$ cat config.mk
export PLATFORM = sky130hd
export DESIGN_NAME = serial_rx_core
export DESIGN_NICKNAME = d
export VERILOG_FILES = /design/src/rtl/serial_rx_core.sv
export SDC_FILE = /design/constraint.sdc
export NUM_CORES = 1
export LEC_CHECK = 0
export CAP_MARGIN = 10
export CELL_PAD_IN_SITES_DETAIL_PLACEMENT = 1
export CELL_PAD_IN_SITES_GLOBAL_PLACEMENT = 1
export CORE_MARGIN = 1
export CORE_UTILIZATION = 45
export CTS_CLUSTER_SIZE = 16
export DETAILED_ROUTE_END_ITERATION = 6
export DONT_BUFFER_PORTS = 1
export PLACE_DENSITY = 0.81
export SLEW_MARGIN = 10
export SYNTH_ARGS = -nofsm -noshare
export SYNTH_HDL_FRONTEND = slang
export SYNTH_SLANG_ARGS = --single-unit
$ cat constraint.sdc
create_clock -name clk -period 1.8 [get_ports clk]
set_input_delay 0.45 -clock clk [delete_from_list [all_inputs] [get_ports clk]]
set_output_delay 0.45 -clock clk [all_outputs]
set_load 0.01 [all_outputs]
$ cat src/rtl/serial_rx_core.sv
module serial_rx_core #(
  parameter int OVS = 16
) (
  input  logic       clk,
  input  logic       rst_n,
  input  logic       os_tick,
  input  logic       rxd,
  input  logic       reg_we,
  input  logic [7:0] reg_wdata,
  input  logic       alt_view,
  output logic [7:0] ctl_rdata,
  output logic [7:0] rbuf_rdata,
  output logic       rx_irq
);
  localparam int PW  = $clog2(OVS);
  localparam int MID = OVS / 2;
  localparam logic [PW-1:0] PH_A   = PW'(MID - 2);
  localparam logic [PW-1:0] PH_B   = PW'(MID - 1);
  localparam logic [PW-1:0] PH_C   = PW'(MID);
  localparam logic [PW-1:0] PH_END = PW'(OVS - 1);

  logic sync1, sync2, rx_prev;
  logic m_hi, m_lo, filt, en, rb8, ri, fe;
  logic [7:0] rbuf, shreg;
  logic busy, ninth;
  logic [PW-1:0] phase;
  logic [3:0] bidx;
  logic [1:0] smp;

  wire unused_wbits = ^{reg_wdata[3], reg_wdata[1]};

  wire en_nxt    = reg_we ? reg_wdata[4] : en;
  wire mode_ok   = m_hi | m_lo;
  wire fall      = rx_prev & ~sync2;
  wire vote      = (smp[0] & smp[1]) | (smp[0] & sync2) | (smp[1] & sync2);
  wire decide    = busy & os_tick & (phase == PH_C);
  wire last      = bidx == (m_hi ? 4'd10 : 4'd9);
  wire flt_bit   = m_hi ? ninth : vote;
  wire frame_end = decide & last;
  wire accept    = frame_end & ~ri & (~filt | flt_bit);

  assign ctl_rdata  = {alt_view ? fe : m_hi, m_lo, filt, en, 1'b0, rb8, 1'b0, ri};
  assign rbuf_rdata = rbuf;
  assign rx_irq     = ri;

  always_ff @(posedge clk or negedge rst_n) begin
    if (!rst_n) begin
      m_hi <= 1'b0; m_lo <= 1'b0; filt <= 1'b0; en <= 1'b0;
      rb8 <= 1'b0; ri <= 1'b0; fe <= 1'b0; rbuf <= '0;
    end else begin
      if (reg_we) begin
        if (alt_view) fe <= reg_wdata[7];
        else          m_hi <= reg_wdata[7];
        m_lo <= reg_wdata[6];
        filt <= reg_wdata[5];
        en   <= reg_wdata[4];
        rb8  <= reg_wdata[2];
        ri   <= reg_wdata[0];
      end
      if (accept) begin
        rbuf <= shreg;
        rb8  <= m_hi ? ninth : vote;
        ri   <= 1'b1;
      end
      if (frame_end && !vote) fe <= 1'b1;
    end
  end

  always_ff @(posedge clk or negedge rst_n) begin
    if (!rst_n) begin
      sync1 <= 1'b1; sync2 <= 1'b1; rx_prev <= 1'b1;
      busy <= 1'b0; phase <= '0; bidx <= '0; smp <= '0;
      shreg <= '0; ninth <= 1'b0;
    end else begin
      sync1   <= rxd;
      sync2   <= sync1;
      rx_prev <= sync2;
      if (!en_nxt) begin
        busy <= 1'b0;
      end else if (!busy) begin
        if (fall && mode_ok) begin
          busy  <= 1'b1;
          phase <= '0;
          bidx  <= '0;
        end
      end else if (os_tick) begin
        phase <= (phase == PH_END) ? '0 : phase + 1'b1;
        if (phase == PH_A) smp[0] <= sync2;
        if (phase == PH_B) smp[1] <= sync2;
        if (phase == PH_C) begin
          if (bidx == 4'd0) begin
            if (vote) busy <= 1'b0;
          end else if (bidx <= 4'd8) begin
            shreg <= {vote, shreg[7:1]};
          end else if (!last) begin
            ninth <= vote;
          end
          if (last) busy <= 1'b0;
        end
        if (phase == PH_END) bidx <= bidx + 1'b1;
      end
    end
  end

  assert_ri_holds_R11: assert property (@(posedge clk) disable iff (!rst_n)
    ri && !(reg_we && !reg_wdata[0]) |=> ri);
  assert_buf_frozen_R6: assert property (@(posedge clk) disable iff (!rst_n)
    ri |=> $stable(rbuf_rdata));
  assert_idle_when_off_R9: assert property (@(posedge clk) disable iff (!rst_n)
    !en && !reg_we |=> !busy);
  assert_ri_source_R2: assert property (@(posedge clk) disable iff (!rst_n)
    $rose(ri) |-> ($past(reg_we) || $past(busy)));
  assert_idx_bound_R3: assert property (@(posedge clk) disable iff (!rst_n)
    busy |-> bidx <= 4'd10);
  assert_fe_source_R8: assert property (@(posedge clk) disable iff (!rst_n)
    $rose(fe) |-> ($past(reg_we) || $past(busy)));
endmodule

==> flow_metrics.tcl, run 1 <==
set metrics [dict create \
    status "finished, violations left" \
    violations "negative setup slack" \
    start_util 0.4702 \
    yosysTopAreaCell "dfrtp_1" \
    grt_start_max_net_pins 39 \
    endpoint_kind "flip-flop" \
    die_height_um 66.88 \
    firstDrtPassIters 4 \
    yosysSeqAreaShare 0.5040 \
    htree_levels 2 \
    die_w_um 66.88 \
    power_density_nw_per_um2 1039 \
    timing.final.ws_setup_ns -0.1044 \
    finalSetupViolCount 18 \
    syn_to_final_growth_pct 25.43 \
    synth_area_leaders "dfrtp_1, mux2_2, dfstp_2" \
    fin_nets 202 \
    synthCells 155 \
    crit_fanout 5 \
    num_vias 1373 \
    num_io_pins 31 \
    rsz0062_at_grt "true" \
    final_area_um2 2376 \
    place_area_um2 2061 \
    ant_nets 0 \
    place_ws_ns -0.1609 \
    synthArstFlopShare 1.000 \
    ir_drop_uv 994.8 \
    hold_path_class "input port to flip-flop" \
    skew_ns 0.008998 \
    dieArea_um2 4473 \
    clockBufferDepth 2 \
    cp_slowest_cell "dfrtp_2" \
    drive_above_1_share 0.4620 \
    diodes 0 \
    ys_types 45 \
    grt_antenna_before_repair 0 \
    insertion_delay_ns 0.30 \
    wl_per_cell_um 20.58 \
    netlist_top_cells_count "dfrtp_1, mux2_2, nand2_1, buf_4, o21ai_0" \
    cp-start-kind "flip-flop" \
    finalHoldViolations 0 \
    finalCritPeriodShare 1.058 \
    hpwl_um 3223 \
    synthesis.area_um2 1894 \
    routed_wirelength_um 4815 \
    fin_crit_ns 1.904 \
    drt-initial-drc-count 96 \
    grt-ovfl-total 0 \
    max_stage_delay_ns 0.44 \
    grt_pass1_wl_um 7590 \
    numCtsBuffers 5 \
    clkSlewWorstSetupHoldPaths_ns 0.07 \
    cts_tree "built" \
    max_freq_ghz 0.5251 \
    required_ns 1.98 \
    synth_top_area_share 0.4624 \
    yosysMostFrequentCell "dfrtp_1" \
    io_buffers 0 \
    ys_warn_count 0 \
    avgSynthCellArea_um2 12.22 \
    arrival_ns 2.09 \
    cts_root_buf "clkbuf_8" \
    viasPerCell 5.868 \
    rows 23 \
    routabilityCongestion 0.8592 \
    coreArea_um2 4029 \
    crit_chain "nor3b_4 > o211ai_4 > a2111oi_4 > buf_6 > mux2_2" \
    maxSlewViolCount 0 \
    synth-seq-cells 38 \
    grt_pass1_vias 1482 \
    cts.sinks 38 \
    maxCapViolCount 0 \
    synth_edf_count 0 \
    ys.flop_type "dfrtp_1" \
    crit_type "flip-flop to flip-flop" \
    track_usage 0.2443 \
    drc 0 \
    p_leak_nw 1.068 \
]
[worst max-delay path, delay by kind of cell, from the launching register on]
kind,cells,cell delay [ns]
AO/OA/AOI/OAI,2,0.53
AND/OR/NAND/NOR,1,0.29
multiplexers,1,0.34
buffers and inverters,1,0.19
flip-flops,1,0.44
[per-stage QoR]
step | util | hold WS, ns | total power, W | TNS, ns | std cells
floorplan | - | 0.1544 | 0.001279 | -1.320 | 156
global placement | 0.5115 | 0.1552 | 0.001399 | -0.8260 | 216
detailed placement | 0.5115 | 0.1553 | 0.001450 | -2.257 | 216
CTS | 0.5829 | 0.1304 | 0.002464 | -1.064 | 232
global route | 0.5898 | 0.1267 | 0.002571 | -2.063 | 234
finish | 0.5898 | 0.1408 | 0.002468 | -0.9439 | 234
[worst paths after layout]
check	start	endpoint	slack, ns	depth (start not counted)
worst max-delay path	bidx[1]$_DFFE_PN0P_	rbuf_rdata[4]$_DFFE_PN0P_	-0.10	5
worst min-delay path	rxd	sync1$_DFF_PN1_	0.14	0
worst max register to register	bidx[1]$_DFFE_PN0P_	rbuf_rdata[4]$_DFFE_PN0P_	-0.10	5
worst min register to register	sync1$_DFF_PN1_	sync2$_DFF_PN1_	0.36	0
max in group asynchronous	rst_n	sync2$_DFF_PN1_	0.94	2
min in group asynchronous	rst_n	m_lo$_DFFE_PN0P_	0.59	2
[layout by cell type, fill, tap and decap left out, drive strengths merged, types with 3 or more instances in the layout]
| cell type | instances |
|---|---|
| buf | 31 |
| clkbuf | 6 |
| dfrtp | 35 |
| dfstp | 3 |
| ha | 5 |
| inv | 6 |
| mux2 | 23 |
| mux2i | 5 |
| nand2 | 12 |
| nand4 | 4 |
| nor2 | 3 |
| nor2b | 3 |
| nor3b | 3 |
| o21ai | 7 |
[timing repair]
item / 4_1_cts / 5_1_grt
setup endpoints to repair: 18 / 22
hold endpoints to repair: 38 / 0
pin swaps: 6 / 4
gates resized for setup: 22 / 3
gates cloned: 1 / 0
hold buffers: 2 / 0
setup buffers: 5 / 3
[report_power, final]
part | leakage, nW | switching (W) | internal, W | total (W)
Combinational | 0.498 | 0.000267 | 0.000299 | 0.000566
Clock | 0.0714 | 0.000320 | 0.000591 | 0.000912
Sequential | 0.499 | 0.0000705 | 0.000920 | 0.000990
[cell type report]
cell class / instances / area (µm²)
clock inverters: 2 / 60.06
inverters: 6 / 22.52
clock buffers: 6 / 82.58
fillers: 397 / 1653
flip-flops and latches: 38 / 957.2
multi-input cells: 100 / 924.6
repair buffers: 32 / 266.5
well taps: 50 / 62.56
[sequential cells by signal (all words and copies together), names as in the netlist, 2 cells and up]
| register | flops |
|---|---|
| rbuf_rdata | 8 |
| smp | 2 |
| phase | 4 |
| bidx | 4 |
| shreg | 8 |
[kinds of logic (layout without fill, tap and decap cells)]
logic type | count (synthesis) | in the layout | synth area share
and+or+nand+nor | 40 | 40 | 0.1295
DFF | 38 | 38 | 0.5040
muxes | 28 | 28 | 0.1631
AOI/OAI and AO/OA | 24 | 24 | 0.1077
buffers and inverters | 18 | 46 | 0.05548
adders and majority gates | 6 | 6 | 0.03831
other | 1 | 2 | 0.001980
[layer usage]
metal,vias up,track usage,part of all wire
met1,718,0.2760,0.40
met3,13,0.04966,0.040
li1,610,-,-
met5,-,0,0
met4,0,0.1516,0.028
met2,32,0.4167,0.53
Power figures use the tool's default switching activity.
==> inputs of run 2 (changes only) <==
CORE_UTILIZATION = 28   (was 45)
PLACE_DENSITY = 0.58   (was 0.81)
==> run 2 against run 1 <==
Worst setup slack improved by 0.047 ns; sequential share of layout area grew 0.71 points; critical path type unchanged; the run ends with design-rule violations, negative setup slack left; critical endpoint is now rbuf_rdata[2]$_DFFE_PN0P_; highest routed layer unchanged; first-iteration DRC count is 23% lower; count of clock-buffer cells in the layout unchanged; clock power is 31% lower; largest cell class unchanged; flip-flop and latch count is the same; die area increased by 59%.
==> flow_metrics.tcl, run 2 (synthesized netlist as in run 1, its figures left out) <==
set metrics [dict create \
    finalHoldViolations 0 \
    place_area_um2 2095 \
    hpwl_um 3108 \
    maxSlewViolCount 0 \
    cts.sinks 38 \
    clkSlewWorstSetupHoldPaths_ns 0.08 \
    p_leak_nw 1.023 \
    crit_type "flip-flop to flip-flop" \
    wl_per_cell_um 17.14 \
    r2r_setup_slack_ns -0.06 \
    seq_area_um2 957.2 \
    drt-initial-drc-count 74 \
    cts_root_buf "clkbuf_8" \
    grt_start_max_net_pins 39 \
    routed_wirelength_um 4406 \
    insertion_delay_ns 0.30 \
    routabilityCongestion 0.7387 \
    htree_levels 2 \
    io_buffers 0 \
    rsz0062_at_grt "true" \
    ir_drop_uv 270.8 \
    viasPerCell 4.996 \
    coreArea_um2 6422 \
    mostFrequentLayoutCells "dfrtp_1, buf_4, mux2_2" \
    hold_depth 0 \
    maxCapViolCount 0 \
    grt_pass1_wl_um 7458 \
    status "finished, violations left" \
    rr_worst_depth 5 \
    arrival_ns 2.04 \
    finalCritPeriodShare 1.032 \
    max_freq_ghz 0.5383 \
    n_fill_cell 693 \
    num_io_pins 31 \
    cp-start-kind "flip-flop" \
    hold_slack_ns 0.1413 \
    hold_path_class "input port to flip-flop" \
    start_util 0.2950 \
    r2r_start "sync2$_DFF_PN1_" \
    track_usage 0.1382 \
    num_vias 1284 \
    required_ns 1.98 \
    final_area_um2 2335 \
    place_ws_ns -0.1368 \
    syn_to_final_growth_pct 23.25 \
    hold_start "rxd" \
    grt-ovfl-total 0 \
    final_core_util 0.3635 \
    final_common_cell "dfrtp_1" \
    power_density_nw_per_um2 917.9 \
    dieArea_um2 7098 \
    firstDrtPassIters 6 \
    r2r-end "rbuf_rdata[2]$_DFFE_PN0P_" \
    diodes 0 \
    skew_ns 0.007396 \
    clockBufferDepth 2 \
    die_height_um 84.25 \
    finalSetupViolCount 8 \
    rows 29 \
    timing.final.ws_setup_ns -0.05781 \
    cts_tree "built" \
    crit_fanout 4 \
    die_w_um 84.25 \
    multi_input_area_um2 934.6 \
    grt_pass1_vias 1440 \
    endpoint_kind "flip-flop" \
    fin_crit_ns 1.858 \
    ant_nets 0 \
    drc 8 \
    violations "design-rule violations, negative setup slack" \
    fin_nets 198 \
    grt_antenna_before_repair 0 \
    drive_above_1_share 0.4389 \
    numCtsBuffers 5 \
    whs_endpoint "sync1$_DFF_PN1_" \
]
==> run 2: changes by cell type in the layout (fill, tap and decap cells not counted), sizes merged <==
cell	change
bufinv	-2
clkinvlp	+1
clkinv	+1
buf	-4
==> run 2: through the flow <==
stage	setup TNS (ns)	power [W]	instances
floorplan	-1.320	0.001279	156
global route	-1.330	0.002276	257
finish	-0.3567	0.002143	257
global placement	-1.245	0.001411	243
CTS	-1.081	0.002149	256
detailed placement	-1.899	0.001434	243
==> run 2: worst max-delay path by stage <==
stage                              startpoint                         to  slack [ns]  depth (start not counted)
after global routing         m_hi$_DFFE_PN0P_  rbuf_rdata[0]$_DFFE_PN0P_       -0.15                          5
after floorplan               sync2$_DFF_PN1_  rbuf_rdata[0]$_DFFE_PN0P_       -0.12                          4
after detailed placement  bidx[1]$_DFFE_PN0P_       shreg[6]$_DFFE_PN0P_       -0.14                          6
final                         sync2$_DFF_PN1_  rbuf_rdata[2]$_DFFE_PN0P_       -0.06                          5
after global placement    bidx[1]$_DFFE_PN0P_       shreg[6]$_DFFE_PN0P_        -0.1                          6
after CTS                     sync2$_DFF_PN1_  rbuf_rdata[0]$_DFFE_PN0P_       -0.11                          5
==> run 2: area by class of cell <==
cell class | count | area share
Inverter | 6 | 0.009646
Clock buffer | 6 | 0.03537
Clock inverter | 2 | 0.005359
Sequential cell | 38 | 0.4100
Tap cell | 77 | 0.04126
Timing Repair Buffer | 28 | 0.09807
Multi-Input combinational cell | 100 | 0.4003
==> run 2: where the power goes <==
part	switching, W	internal (W)	leakage, nW
Clock	0.000321	0.000308	0.0472
Combinational	0.000245	0.000282	0.477
Sequential	0.0000676	0.000920	0.499
Total	0.000633	0.00151	1.02
==> run 2: critical path: stages (launching register included) <==
cell and delay, ns:
dfstp_2 0.54, maj3_2 0.25, mux2i_4 0.09, a2111oi_4 0.35, buf_4 0.22, mux2_4 0.30
==> run 2: repair_timing <==
item / in CTS / in global routing
hold endpoints to repair: 38 / 0
hold buffers: 2 / 0
setup buffers: 2 / 2
endpoints found under the setup margin: 17 / 19
gates cloned: 1 / 0
pin swaps: 3 / 5
gates resized for setup: 20 / 4
==> run 2: layer usage <==
| layer | vias up | share of wire | global-route usage |
|---|---|---|---|
| met1 | 658 | 0.43 | 0.1622 |
| met5 | - | 0 | 0 |
| li1 | 599 | - | - |
| met4 | 0 | 0.016 | 0.05643 |
| met3 | 5 | 0.046 | 0.04326 |
| met2 | 22 | 0.51 | 0.2347 |
==> inputs of run 3 (changes only) <==
CAP_MARGIN = 20   (was 10)
PLACE_DENSITY = 0.56   (was 0.58)
clock period = 2.1 ns   (was 1.8 ns; I/O delays follow)
==> run 3 against run 2 <==
The run ends with design-rule violations left; flip-flop and latch count stayed put; sequential share of layout area is 2.9 points higher; count of clock-buffer cells in the layout stayed put; final area is 6.8% lower; utilization is 2.5 points lower; non-clock buffer count is 14 lower; critical path depth stayed put; combinational power is 35% lower; worst hold slack worse by 0.081 ns; sequential power is 15% lower; fmax is 7.1% lower; critical endpoint is now rbuf_rdata[4]$_DFFE_PN0P_; largest power group unchanged; highest routed layer unchanged.
==> flow_metrics.tcl, run 3 (synthesized netlist as in run 1, its figures left out) <==
set metrics [dict create \
    fin_crit_ns 2.000 \
    place_area_um2 2009 \
    routabilityCongestion 0.7949 \
    p_comb_frac 0.175 \
    insertion_delay_ns 0.29 \
    start_util 0.2950 \
    ir_drop_uv 258.5 \
    final_core_util 0.3388 \
    max_freq_ghz 0.4999 \
    finalSetupViolCount 0 \
    crit_type "flip-flop to flip-flop" \
    fin_nets 184 \
    rsz0062_at_grt "false" \
    rows 29 \
    p_int_w 0.001455 \
    cp-start-kind "flip-flop" \
    syn_to_final_growth_pct 14.86 \
    hpwl_um 3103 \
    r2r_start "sync2$_DFF_PN1_" \
    drive_above_1_share 0.3193 \
    clockBufferDepth 2 \
    viasPerCell 5.095 \
    violations "design-rule violations" \
    p_sw_w 0.0004981 \
    crit_start "sync2$_DFF_PN1_" \
    final_area_um2 2176 \
    rr_worst_depth 5 \
    drc 4 \
    status "finished, violations left" \
    dieArea_um2 7098 \
    mostFrequentLayoutCells "dfrtp_1, mux2_2, nand2_1, buf_4, o21ai_0" \
    num_io_pins 31 \
    firstDrtPassIters 6 \
    seq_area_um2 954.7 \
    endpoint_kind "flip-flop" \
    htree_levels 2 \
    fin_setup_tns_ns 0 \
    cp_slowest_cell "dfstp_2" \
    io_buffers 0 \
    power_density_nw_per_um2 897.4 \
    cts.sinks 38 \
    numCtsBuffers 5 \
    ant_nets 0 \
    diodes 0 \
    n_fill_cell 708 \
    finalCritPeriodShare 0.9526 \
    maxSlewViolCount 0 \
    clkSlewWorstSetupHoldPaths_ns 0.08 \
    track_usage 0.1331 \
    die_height_um 84.25 \
    drt-initial-drc-count 61 \
    pwr-share-clk 0.396 \
    grt_start_max_net_pins 36 \
    power_frac_seq 0.429 \
    placed_cells 234 \
    p_sw_frac 0.2551 \
    crit_chain "maj3_1 > mux2i_1 > a2111oi_4 > buf_6 > mux2_2" \
    skew_ns 0.003518 \
    multi_input_area_um2 838.3 \
    post_cts_buffers 0 \
    arrival_ns 2.17 \
    num_vias 1238 \
    wl_per_cell_um 17.54 \
    coreArea_um2 6422 \
    cts_root_buf "clkbuf_8" \
    required_ns 2.27 \
    routed_wirelength_um 4262 \
    hold_path_class "input port to asynchronous set/reset pin" \
    cts_tree "built" \
    hold_slack_ns 0.06065 \
    crit_fanout 9 \
    grt-ovfl-total 0 \
    grt_pass1_vias 1470 \
    final_common_cell "dfrtp_1" \
    maxCapViolCount 0 \
    final_cells 243 \
    max_stage_delay_ns 0.57 \
    p_leak_nw 0.9647 \
    die_w_um 84.25 \
    finalHoldViolations 0 \
    grt_antenna_before_repair 0 \
    grt_pass1_wl_um 7286 \
]
[run 3: worst paths after layout]
path / to / slack (ns)
max: rbuf_rdata[4]$_DFFE_PN0P_ / 0.1
min: rbuf_rdata[5]$_DFFE_PN0P_ / 0.06
max reg2reg: rbuf_rdata[4]$_DFFE_PN0P_ / 0.1
min reg2reg: sync2$_DFF_PN1_ / 0.36
max in group asynchronous: phase[2]$_DFFE_PN0P_ / 1.86
min in group clk: sync1$_DFF_PN1_ / 0.22
[run 3: layout make-up]
cell class              count  share of cell area
well taps                  77             0.04428
clock inverters             2             0.02760
flip-flops and latches     38              0.4388
clock buffers               6             0.03795
multi-input cells         100              0.3853
inverters                   6             0.01035
repair buffers             14             0.05578
[run 3: through the flow]
stage	total power [W]	setup slack, ns
after detailed placement	0.001178	0.08621
after global placement	0.001157	0.1405
after floorplan	0.001081	0.1299
final	0.001953	0.09958
after CTS	0.001980	0.07014
after global routing	0.002047	0.01041
[run 3: power groups by stage]
stage               combinational, W  clock (W)  sequential (W)
floorplan                   0.000239          0        0.000842
global placement            0.000308          0        0.000850
detailed placement          0.000325          0        0.000853
CTS                         0.000346   0.000795        0.000838
global route                0.000379   0.000822        0.000847
finish                      0.000341   0.000773        0.000838
[run 3: worst max-delay path, delay by kind of cell (launching register included)]
family	cells	cell delay, ns
compound gates	1	0.38
flops	1	0.57
fa+ha+maj	1	0.24
buf+inv	1	0.19
mux	2	0.50
[run 3: layer usage]
layer | vias up | track usage | share of wire
met2 | 28 | 0.2377 | 0.51
li1 | 573 | - | -
met5 | - | 0 | 0
met1 | 628 | 0.1509 | 0.43
met3 | 9 | 0.02950 | 0.034
met4 | 0 | 0.06270 | 0.020
[run 3: timing repair]
action / in CTS / in global routing
endpoints found under the hold margin: 35 / 0
hold buffers: 1 / 0
endpoints found under the setup margin: 0 / 1
resized for setup: 0 / 1
